File: config.mk
export PLATFORM = sky130hd
export DESIGN_NAME = i2c_tx_autoload
export DESIGN_NICKNAME = d
export VERILOG_FILES = /design/src/rtl/i2c_txf_pkg.sv /design/src/rtl/txf_srcmem.sv /design/src/rtl/txf_flags.sv /design/src/rtl/txf_engine.sv /design/src/rtl/i2c_tx_autoload.sv
export SDC_FILE = /design/constraint.sdc
export NUM_CORES = 1
export LEC_CHECK = 0
export CELL_PAD_IN_SITES_DETAIL_PLACEMENT = 1
export CELL_PAD_IN_SITES_GLOBAL_PLACEMENT = 2
export CORE_ASPECT_RATIO = 0.7
export CORE_MARGIN = 2
export CORE_UTILIZATION = 39
export DETAILED_ROUTE_END_ITERATION = 8
export GPL_TIMING_DRIVEN = 1
export PLACE_DENSITY = 0.71
export RECOVER_POWER = 50
export SYNTH_ARGS = -nofsm -noshare
export SYNTH_HDL_FRONTEND = slang
export SYNTH_SLANG_ARGS = --single-unit
export TNS_END_PERCENT = 100
File: constraint.sdc
create_clock -name clk -period 1.96 [get_ports clk]
set_input_delay 0.196 -clock clk [delete_from_list [all_inputs] [get_ports clk]]
set_output_delay 0.196 -clock clk [all_outputs]
set_load 0.05 [all_outputs]
File: src/rtl/i2c_txf_pkg.sv
package i2c_txf_pkg;

    typedef struct packed {
        logic empty;
        logic irq;
        logic req;
    } txf_flags_t;

endpackage

File: src/rtl/txf_srcmem.sv
module txf_srcmem #(
    parameter int DEPTH = 16,
    parameter int DW    = 8,
    localparam int AW   = $clog2(DEPTH)
) (
    input  logic          clk,
    input  logic          we,
    input  logic [AW-1:0] waddr,
    input  logic [DW-1:0] wdata,
    input  logic [AW-1:0] raddr,
    output logic [DW-1:0] rdata
);

    logic [DW-1:0] mem_q [DEPTH];

    always_ff @(posedge clk) begin
        if (we) begin
            mem_q[waddr] <= wdata;
        end
    end

    assign rdata = mem_q[raddr];

endmodule

File: src/rtl/txf_flags.sv
module txf_flags
    import i2c_txf_pkg::*;
(
    input  logic       clk,
    input  logic       rst_n,
    input  logic       byte_done,
    input  logic       ack_bit,
    input  logic       ack_chk_en,
    input  logic       clr_empty,
    input  logic       clr_irq,
    input  logic       clr_req,
    input  logic       svc_clr,
    output txf_flags_t flags_q
);

    txf_flags_t flags_d;
    logic       set_all;
    logic       set_irq;

    always_comb begin
        set_all = byte_done && (!ack_chk_en || !ack_bit);
        set_irq = byte_done;
        flags_d = flags_q;
        // clears first, sets afterwards so a set wins
        if (clr_empty || svc_clr) flags_d.empty = 1'b0;
        if (clr_irq   || svc_clr) flags_d.irq   = 1'b0;
        if (clr_req   || svc_clr) flags_d.req   = 1'b0;
        if (set_all) begin
            flags_d.empty = 1'b1;
            flags_d.req   = 1'b1;
        end
        if (set_irq) flags_d.irq = 1'b1;
    end

    always_ff @(posedge clk or negedge rst_n) begin
        if (!rst_n) flags_q <= '0;
        else        flags_q <= flags_d;
    end

    assert_set_all_R1: assert property (@(posedge clk) disable iff (!rst_n)
        (byte_done && !ack_chk_en) |=> (flags_q.empty && flags_q.irq && flags_q.req));

    assert_ack_set_all_R2: assert property (@(posedge clk) disable iff (!rst_n)
        (byte_done && ack_chk_en && !ack_bit) |=> (flags_q.empty && flags_q.irq && flags_q.req));

    assert_nack_irq_R3: assert property (@(posedge clk) disable iff (!rst_n)
        (byte_done && ack_chk_en && ack_bit) |=> flags_q.irq);

    assert_clear_R8: assert property (@(posedge clk) disable iff (!rst_n)
        (clr_req && !byte_done) |=> !flags_q.req);

endmodule

File: src/rtl/txf_engine.sv
module txf_engine #(
    parameter int CNT_W = 8,
    parameter int DW    = 8,
    parameter int DEPTH = 16,
    localparam int AW   = $clog2(DEPTH)
) (
    input  logic             clk,
    input  logic             rst_n,
    input  logic             req_flag,
    input  logic             cnt_wr,
    input  logic [CNT_W-1:0] cnt_wdata,
    input  logic [DW-1:0]    rd_data,
    output logic [AW-1:0]    rd_addr,
    output logic             svc,
    output logic [DW-1:0]    tx_data,
    output logic             tx_load,
    output logic [CNT_W-1:0] cnt_left
);

    typedef struct packed {
        logic [CNT_W-1:0] cnt;
        logic [AW-1:0]    addr;
        logic [DW-1:0]    data;
        logic             load;
    } eng_t;

    eng_t eng_d;
    eng_t eng_q;

    always_comb begin
        eng_d      = eng_q;
        eng_d.load = 1'b0;
        svc        = req_flag && (eng_q.cnt != '0) && !cnt_wr;
        if (cnt_wr) begin
            eng_d.cnt  = cnt_wdata;
            eng_d.addr = '0;
        end else if (svc) begin
            eng_d.cnt  = eng_q.cnt - 1'b1;
            eng_d.addr = eng_q.addr + 1'b1;
            eng_d.data = rd_data;
            eng_d.load = 1'b1;
        end
    end

    always_ff @(posedge clk or negedge rst_n) begin
        if (!rst_n) eng_q <= '0;
        else        eng_q <= eng_d;
    end

    assign rd_addr  = eng_q.addr;
    assign tx_data  = eng_q.data;
    assign tx_load  = eng_q.load;
    assign cnt_left = eng_q.cnt;

    assert_load_after_svc_R4: assert property (@(posedge clk) disable iff (!rst_n)
        svc |=> tx_load);

    assert_load_single_R4: assert property (@(posedge clk) disable iff (!rst_n)
        tx_load |=> !tx_load || $past(svc));

    assert_cnt_dec_R5: assert property (@(posedge clk) disable iff (!rst_n)
        svc |=> (cnt_left == $past(cnt_left) - 1'b1));

    assert_stop_zero_R7: assert property (@(posedge clk) disable iff (!rst_n)
        (cnt_left == '0 && !cnt_wr) |=> !tx_load);

endmodule

File: src/rtl/i2c_tx_autoload.sv
module i2c_tx_autoload
    import i2c_txf_pkg::*;
#(
    parameter int CNT_W     = 8,
    parameter int DW        = 8,
    parameter int SRC_DEPTH = 16,
    localparam int AW       = $clog2(SRC_DEPTH)
) (
    input  logic             clk,
    input  logic             rst_n,
    input  logic             ack_chk_en,
    input  logic             irq_en,
    input  logic             byte_done,
    input  logic             ack_bit,
    input  logic             clr_empty,
    input  logic             clr_irq,
    input  logic             clr_req,
    input  logic             cnt_wr,
    input  logic [CNT_W-1:0] cnt_wdata,
    input  logic             src_we,
    input  logic [AW-1:0]    src_waddr,
    input  logic [DW-1:0]    src_wdata,
    output logic [DW-1:0]    tx_data,
    output logic             tx_load,
    output logic             flag_empty,
    output logic             flag_irq,
    output logic             flag_req,
    output logic             irq,
    output logic [CNT_W-1:0] cnt_left
);

    txf_flags_t    flags_q;
    logic          svc;
    logic [AW-1:0] rd_addr;
    logic [DW-1:0] rd_data;

    txf_flags u_flags (
        .clk        (clk),
        .rst_n      (rst_n),
        .byte_done  (byte_done),
        .ack_bit    (ack_bit),
        .ack_chk_en (ack_chk_en),
        .clr_empty  (clr_empty),
        .clr_irq    (clr_irq),
        .clr_req    (clr_req),
        .svc_clr    (svc),
        .flags_q    (flags_q)
    );

    txf_srcmem #(.DEPTH(SRC_DEPTH), .DW(DW)) u_mem (
        .clk   (clk),
        .we    (src_we),
        .waddr (src_waddr),
        .wdata (src_wdata),
        .raddr (rd_addr),
        .rdata (rd_data)
    );

    txf_engine #(.CNT_W(CNT_W), .DW(DW), .DEPTH(SRC_DEPTH)) u_eng (
        .clk       (clk),
        .rst_n     (rst_n),
        .req_flag  (flags_q.req),
        .cnt_wr    (cnt_wr),
        .cnt_wdata (cnt_wdata),
        .rd_data   (rd_data),
        .rd_addr   (rd_addr),
        .svc       (svc),
        .tx_data   (tx_data),
        .tx_load   (tx_load),
        .cnt_left  (cnt_left)
    );

    assign flag_empty = flags_q.empty;
    assign flag_irq   = flags_q.irq;
    assign flag_req   = flags_q.req;
    assign irq        = flags_q.irq && irq_en && !svc;

    assert_no_irq_burst_R6: assert property (@(posedge clk) disable iff (!rst_n)
        (flag_req && cnt_left != '0 && !cnt_wr) |-> !irq);

    assert_load_clears_R5: assert property (@(posedge clk) disable iff (!rst_n)
        (tx_load && !$past(byte_done)) |-> (!flag_req && !flag_empty));

    assert_masked_R10: assert property (@(posedge clk) disable iff (!rst_n)
        irq |-> (irq_en && flag_irq));

endmodule

==> key figures, run 1 <==
Logic synthesis
  • Syn. warnings: 0
  • Avg Inst Size Synth: 18.61 um^2
  • Post-synthesis cell count: 330
  • Yosys reg bits: 152
  • Synthesized Nets: 364
  • Register area share after synthesis: 72.36%
  • Distinct cells, synth: 41
  • Synthesized cell area: 6142 um^2

Global route
  • Vias in the first global route: 3,525
  • Initial antenna violation count: 0
  • Largest net degree at the start of global routing: 35
  • Grt total ovfl: 0
  • All-Layer GR Usage: 18.02%
  • Global-route wire length before repair: about 21 mm

Cells and area
  • Antenna Cells: 0
  • Most frequent cells in the layout: edfxtp_1, clkdlybuf4s50_1, mux4_2
  • Fraction of layout cells with a size suffix above 1: 27.00%
  • Area growth, synth to finish: 24.85%
  • Post-Route Utilization: 49.63%
  • Final #Nets: 447
  • Non-Filler Instances: 626
  • Most common cell after layout, fill and taps aside: edfxtp_1
  • Fillcell total: 1,435

Place
  • RePlAce Congestion: 0.7268
  • Port Buf Inserts: 51
  • Placed cell count: 594
  • Pre-CTS setup slack: -0.06078 ns
  • Post-DP HPWL: 9.205 mm

Floorplan
  • Rows: 38
  • Die area: 16,780 um^2
  • Die Wd: 154.0 um
  • DIE HEIGHT: 109.0 um
  • Initial core utilization: 39.75%
  • Core area: 15,450 um^2
  • I/O pin count: 52

Clocking
  • Worst-path clk slew: 0.06 ns
  • Setup repair bufs after CTS: 0
  • CTS Sinks: 152
  • Worst skew pair latency: 0.42 ns
  • CTS tree: yes
  • Post-CTS Hold Fix Bufs: 0
  • Maximum root-to-sink buffer count: 2
  • Htree depth: 4
  • Root Buffer: clkbuf_16
  • CTS buffer count: 17

STA
  • Fin. Hold Viols: 0
  • Fin. max-slew vios: 0
  • Setup WS post-layout: -0.2402 ns
  • RSZ-0062 raised after global routing: true
  • Final min period: 2.200 ns
  • Relative slew slack: 10.63%
  • Period Utilization, post-route: 112.3%
  • Post-Route Skew: 0.005885 ns
  • Final number of setup-violating endpoints: 1
  • FMAX: between 400 and 500 MHz
  • Actual slew at the worst max-slew pin: approximately 1.3 ns

Critical path
  • CP max FO: 4
  • CP Class: reg -> out
  • Type of origin of the critical path: register
  • CP bufs+invs: 1
  • Critical path's slowest cell: or4_4
  • CP max stage delay: 0.58 ns
  • CP arrival: 2.00 ns
  • Required time of the critical path: roughly 1.8 ns
  • Worst setup EP type: primary output
  • R2R depth: 4
  • Crit path depth: 5
  • Cell family with most CP delay: simple AND/OR/NAND/NOR gates
  • Worst-path cell chain: or4_4 > o31ai_4 > o21ai_2 > nor2_4 > buf_12

Detailed routing
  • Antenna Nets Post-Route: 0
  • Vias per cell: 5.219
  • Via count: about 3,300
  • Wirelength per Cell: 22.23 um
  • First drt pass iteration count: 5
  • Routed wire length: 13.92 mm
  • Initial drt markers: 190
  • DRC Markers: 0

Status
  • Status: complete, but fails checks
  • Failing checks: setup timing

Power and ir drop
  • P per Cell Area: 1053 nW/um^2
  • Maximum vdd drop: 0.0006159 V
  • P_leak: 2.578 nW

Hold path
  • Hold WC Path Type: in -> reg
  • WHS Path Cells: 3

Run
  • Max-cap check violation count: 0
## state kept, by name, indices dropped and copies added (netlist names)
signal / count
u_mem.mem_q: 128
u_eng.cnt_left: 8
u_eng.tx_data: 8
u_eng.rd_addr: 4
u_flags.flags_q: 3
u_eng.tx_load: 1
## worst reg2reg max path: stages (launching register included)
cell and delay (ns):
dfrtp_2 0.40, or4_4 0.58, o311a_4 0.40, and2_4 0.20, a221oi_2 0.25
## cells by family after synthesis
| group | count (synthesis) | share of synthesized area, % |
|---|---|---|
| AOI/OAI and AO/OA | 39 | 5.663 |
| DFF | 152 | 72.36 |
| buffers and inverters | 26 | 2.343 |
| adders and majority gates | 3 | 0.6112 |
| and+or+nand+nor | 62 | 4.828 |
| xor gates and xnor gates | 7 | 0.9982 |
| muxes | 41 | 13.20 |
## where the power goes
group | switching [mW] | internal (mW) | leakage, nW
combinational | 0.729 | 0.518 | 0.885
sequential | 0.0937 | 3.64 | 1.44
clock | 1.32 | 1.77 | 0.256
## stage by stage
step / hold WS (ns) / TNS (ns) / instance area, um^2 / total power, mW
after floorplan: -0.09959 / -1.708 / 6161 / 4.550
after global placement: 0.5465 / 0 / 7103 / 5.041
after detailed placement: 0.5566 / -0.1217 / 7103 / 5.067
after CTS: 0.1439 / -0.2722 / 7662 / 8.183
after global routing: 0.3234 / -0.3631 / 7669 / 8.388
final: 0.3268 / -0.2402 / 7669 / 8.073
## synthesized netlist by cell type
cell,instances,area share (%)
a21o_1,1,0.12
a21oi_1,2,0.16
a221oi_2,8,2.0
a31oi_1,1,0.10
and2_4,1,0.14
buf_1,2,0.12
buf_2,4,0.33
buf_4,1,0.12
buf_6,5,0.92
clkbuf_1,8,0.49
dfrtp_1,24,9.8
edfxtp_1,128,63
ha_1,3,0.61
inv_1,6,0.37
mux2i_1,9,1.5
mux4_2,32,12
nand2_1,11,0.67
nand2b_1,7,0.71
nand3_1,3,0.24
nand3b_1,2,0.24
nand4_1,1,0.10
nor2_1,26,1.6
nor3_1,5,0.41
nor4_1,1,0.10
nor4b_1,1,0.14
o2111ai_1,3,0.43
o211ai_1,1,0.12
o21ai_0,8,0.65
o21ai_1,1,0.081
o21bai_1,1,0.12
o22ai_1,8,0.81
o311a_4,1,0.35
o311ai_0,2,0.29
o31ai_1,1,0.12
o31ai_4,1,0.35
or2_2,1,0.10
or3_1,1,0.10
or3b_2,1,0.14
or4_1,1,0.12
xnor2_1,2,0.29
xor2_1,5,0.71
## layout make-up
cell class,count,area (um^2),area share [%]
timing repair buffer,84,815.8,10.64
clock inverter,12,118.9,1.550
inverter,6,22.52,0.2937
multi-input combinational,152,1575,20.54
clock buffer,20,436.7,5.694
sequential,152,4449,58.02
tap,200,250.2,3.263
## per-layer routing
metal	up-vias	wire [um]	GRT usage, %
li1	1490	-	-
met1	1679	6672	25.02
met2	80	6421	27.93
met3	18	632	3.895
met4	0	193	7.610
met5	-	0	0
## final timing paths
kind                                    start                 end  slack [ns]
min reg2reg                u_flags.flags_q[2]  u_flags.flags_q[2]        0.56
max                         u_eng.cnt_left[6]                 irq       -0.24
max reg2reg                 u_eng.cnt_left[6]    u_eng.tx_data[6]        0.04
min in group asynchronous               rst_n       u_eng.tx_load        0.60
min                              cnt_wdata[0]   u_eng.cnt_left[0]        0.33
max in group asynchronous               rst_n   u_eng.cnt_left[4]        0.47
## timing repair
action / in CTS / in global routing
gates resized for setup: 1 / 4
setup endpoints to repair: 9 / 7
cloned: 0 / 0
Note: power is estimated with default switching activity, not from simulation.
==> run 2: changes to the inputs <==
--- a/config.mk
+++ b/config.mk
@@ -11,9 +11,9 @@
 export CORE_MARGIN = 2
 export CORE_UTILIZATION = 39
 export DETAILED_ROUTE_END_ITERATION = 8
-export GPL_TIMING_DRIVEN = 1
 export PLACE_DENSITY = 0.71
 export RECOVER_POWER = 50
+export SLEW_MARGIN = 20
 export SYNTH_ARGS = -nofsm -noshare
 export SYNTH_HDL_FRONTEND = slang
 export SYNTH_SLANG_ARGS = --single-unit
==> results of run 2 <==
The final DEF is identical to that of run 1; final timing and power are the same.
==> run 3: changes to the inputs <==
--- a/config.mk
+++ b/config.mk
@@ -8,10 +8,10 @@
 export CELL_PAD_IN_SITES_DETAIL_PLACEMENT = 1
 export CELL_PAD_IN_SITES_GLOBAL_PLACEMENT = 2
 export CORE_ASPECT_RATIO = 0.7
-export CORE_MARGIN = 2
-export CORE_UTILIZATION = 39
+export CORE_MARGIN = 4
+export CORE_UTILIZATION = 47
 export DETAILED_ROUTE_END_ITERATION = 8
-export PLACE_DENSITY = 0.71
+export PLACE_DENSITY = 0.8
 export RECOVER_POWER = 50
 export SLEW_MARGIN = 20
 export SYNTH_ARGS = -nofsm -noshare
==> constraint.sdc (replaced) <==
create_clock -name clk -period 2.9 [get_ports clk]
set_input_delay 0.29 -clock clk [delete_from_list [all_inputs] [get_ports clk]]
set_output_delay 0.29 -clock clk [all_outputs]
set_load 0.05 [all_outputs]
==> run 3 against run 2 <==
  * Combinational power shrank 37%
  * Global-route usage is 1.8 points higher
  * The run now ends clean
  * Routed wire length is 1.4% lower
  * Register-to-register slack better by 0.59 ns
  * Highest routed layer unchanged
  * Worst setup slack gained 0.49 ns
  * Worst hold slack better by 0.098 ns
  * Utilization rose by 9.6 points
==> key figures, run 3 (synthesis results as in run 1) <==
STA
  • TNS Setup: 0 ns
  • Final min period: 2.652 ns
  • Final number of setup-violating endpoints: 0
  • Hold slack: ~0.42 ns
  • FMAX: 377.0 MHz
  • RSZ-0062 raised after global routing: false
  • Relative slew slack: 39.48%
  • Actual slew at the worst max-slew pin: 0.9048 ns
  • Post-Route Skew: ~0.0099 ns
  • Setup WS post-layout: roughly 0.25 ns
  • Period Utilization, post-route: 91.46%
  • Fin. Hold Viols: 0
  • Fin. max-slew vios: 0

Power and ir drop
  • Final Power: 5.430 mW
  • P per Cell Area: 728.2 nW/um^2
  • Sequential power share: ~47%
  • Clock network fraction of total power: 38.8%
  • P_leak: 2.488 nW
  • Int Power: 3.976 mW
  • Maximum vdd drop: 0.0004604 V
  • Switching Share: 26.78%
  • Comb pwr share: around 14%
  • NetSw: 1.454 mW

Hold path
  • Hold WC Path Type: in -> reg

Detailed routing
  • Top Layer Used: met4
  • Met2 WL: 6.453 mm
  • DRC Markers: 0
  • Routed wire length: 13.72 mm
  • Initial drt markers: 215
  • First drt pass iteration count: 4
  • M1 WL: 6.526 mm
  • Vias per cell: 5.677
  • Via count: ~3,300
  • Routed wl met3: 642 um
  • Wirelength per Cell: about 24 um
  • Antenna Nets Post-Route: 0

Clocking
  • CTS buffer count: 17
  • Worst-path clk slew: 0.06 ns
  • Maximum root-to-sink buffer count: 2
  • CTS Sinks: 152
  • Resized Gates After CTS: 0
  • Worst skew pair latency: 0.42 ns
  • Setup repair bufs after CTS: 0
  • Htree depth: 4
  • Root Buffer: clkbuf_16
  • Post-CTS Hold Fix Bufs: 0
  • CTS tree: yes

Critical path
  • Worst setup EP type: primary output
  • CP bufs+invs: 1
  • Cell family with most CP delay: simple AND/OR/NAND/NOR gates
  • CP max stage delay: 0.69 ns
  • CP max FO: 7
  • Critical path's slowest cell: or4_1
  • Worst-path cell chain: or4_1 > o31ai_4 > o21ai_0 > nor2_1 > buf_12
  • CP arrival: 2.36 ns
  • Required time of the critical path: 2.61 ns
  • CP Class: reg -> out
  • Type of origin of the critical path: register

Global route
  • Global-route wire length before repair: 21.60 mm
  • Largest net degree at the start of global routing: 35
  • Grt total ovfl: 0
  • Initial antenna violation count: 0
  • All-Layer GR Usage: 19.85%
  • Vias in the first global route: 3,521

Run
  • Max-cap check violation count: 0

Place
  • Port Buf Inserts: between 50 and 60
  • Post-DP HPWL: 8.890 mm
  • Placed cell areas: 6903 um^2
  • Placed cell count: 544
  • Pre-CTS setup slack: 0.5604 ns
  • RePlAce Congestion: 0.7538

Floorplan
  • Initial core utilization: roughly half
  • Rows: 34
  • DIE HEIGHT: slightly above 100 um
  • Die area: ~15,000 um^2
  • Die Wd: 144.6 um
  • Core area: 12,590 um^2
  • I/O pin count: 52

Cells and area
  • Antenna Cells: 0
  • Most frequent cells in the layout: edfxtp_1, clkdlybuf4s50_1, mux4_2
  • Non-Filler Instances: 575
  • Most flops, register: u_mem.mem_q
  • Area growth, synth to finish: 21.41%
  • Final #Nets: roughly 440
  • Post-Route Utilization: between 50% and 60%
  • Most common cell after layout, fill and taps aside: edfxtp_1
  • Final Cell Area: between 7000 and 8000 um^2
  • Fraction of layout cells with a size suffix above 1: 23.00%
  • Max reg flops: 128

Status
  • Status: complete, no violations
==> run 3: cell types whose count changed in the layout (fill, tap and decap cells not counted), sizes merged <==
cell / previous run / this run
inv: 11 / 14
dlymetal6s2s: 3 / 0
clkbuf: 22 / 20
buf: 33 / 19
clkinv: 1 / 3
clkinvlp: 5 / 2
clkdlybuf4s50: 36 / 40
==> run 3: power by group through the flow <==
stage	clock network, mW	registers [mW]	logic (mW)
2_1_floorplan	0	2.71	0.354
3_3_place_gp	0	2.58	0.780
3_5_place_dp	0	2.58	0.791
4_1_cts	2.15	2.54	0.798
5_1_grt	2.28	2.55	0.835
6_report	2.11	2.54	0.784
==> run 3: layout make-up <==
type                            instances  area [um^2]
Tap cell                              162        202.7
Fill cell                            1125         5135
Inverter                                6        22.52
Clock buffer                           17        425.4
Timing Repair Buffer                   72        666.9
Sequential cell                       152         4446
Clock inverter                         14        140.1
Multi-Input combinational cell        152         1554
==> run 3: layer usage <==
layer	GRT usage (%)	up-vias
met5	0	-
li1	-	1467
met2	28.72	83
met1	30.34	1704
met3	5.389	10
met4	4.594	0
==> run 3: worst register-to-register path: stages, from the launching register on <==
cell and delay (ns):
dfrtp_1 0.46, or4_1 0.69, o311a_4 0.54, and2_4 0.25, a221oi_2 0.24
==> run 3: path summary, 6_finish.rpt <==
path                               startpoint                 end  slack, ns  depth (start not counted)
max                         u_eng.cnt_left[3]                 irq       0.25                          5
max in group asynchronous               rst_n       u_eng.tx_load       1.71                          2
min in group asynchronous               rst_n    u_eng.tx_data[4]       0.44                          1
min                              cnt_wdata[0]   u_eng.cnt_left[0]       0.42                          3
min reg2reg                u_flags.flags_q[2]  u_flags.flags_q[2]       0.56                          2
max reg2reg                 u_eng.cnt_left[3]    u_eng.tx_data[7]       0.63                          4
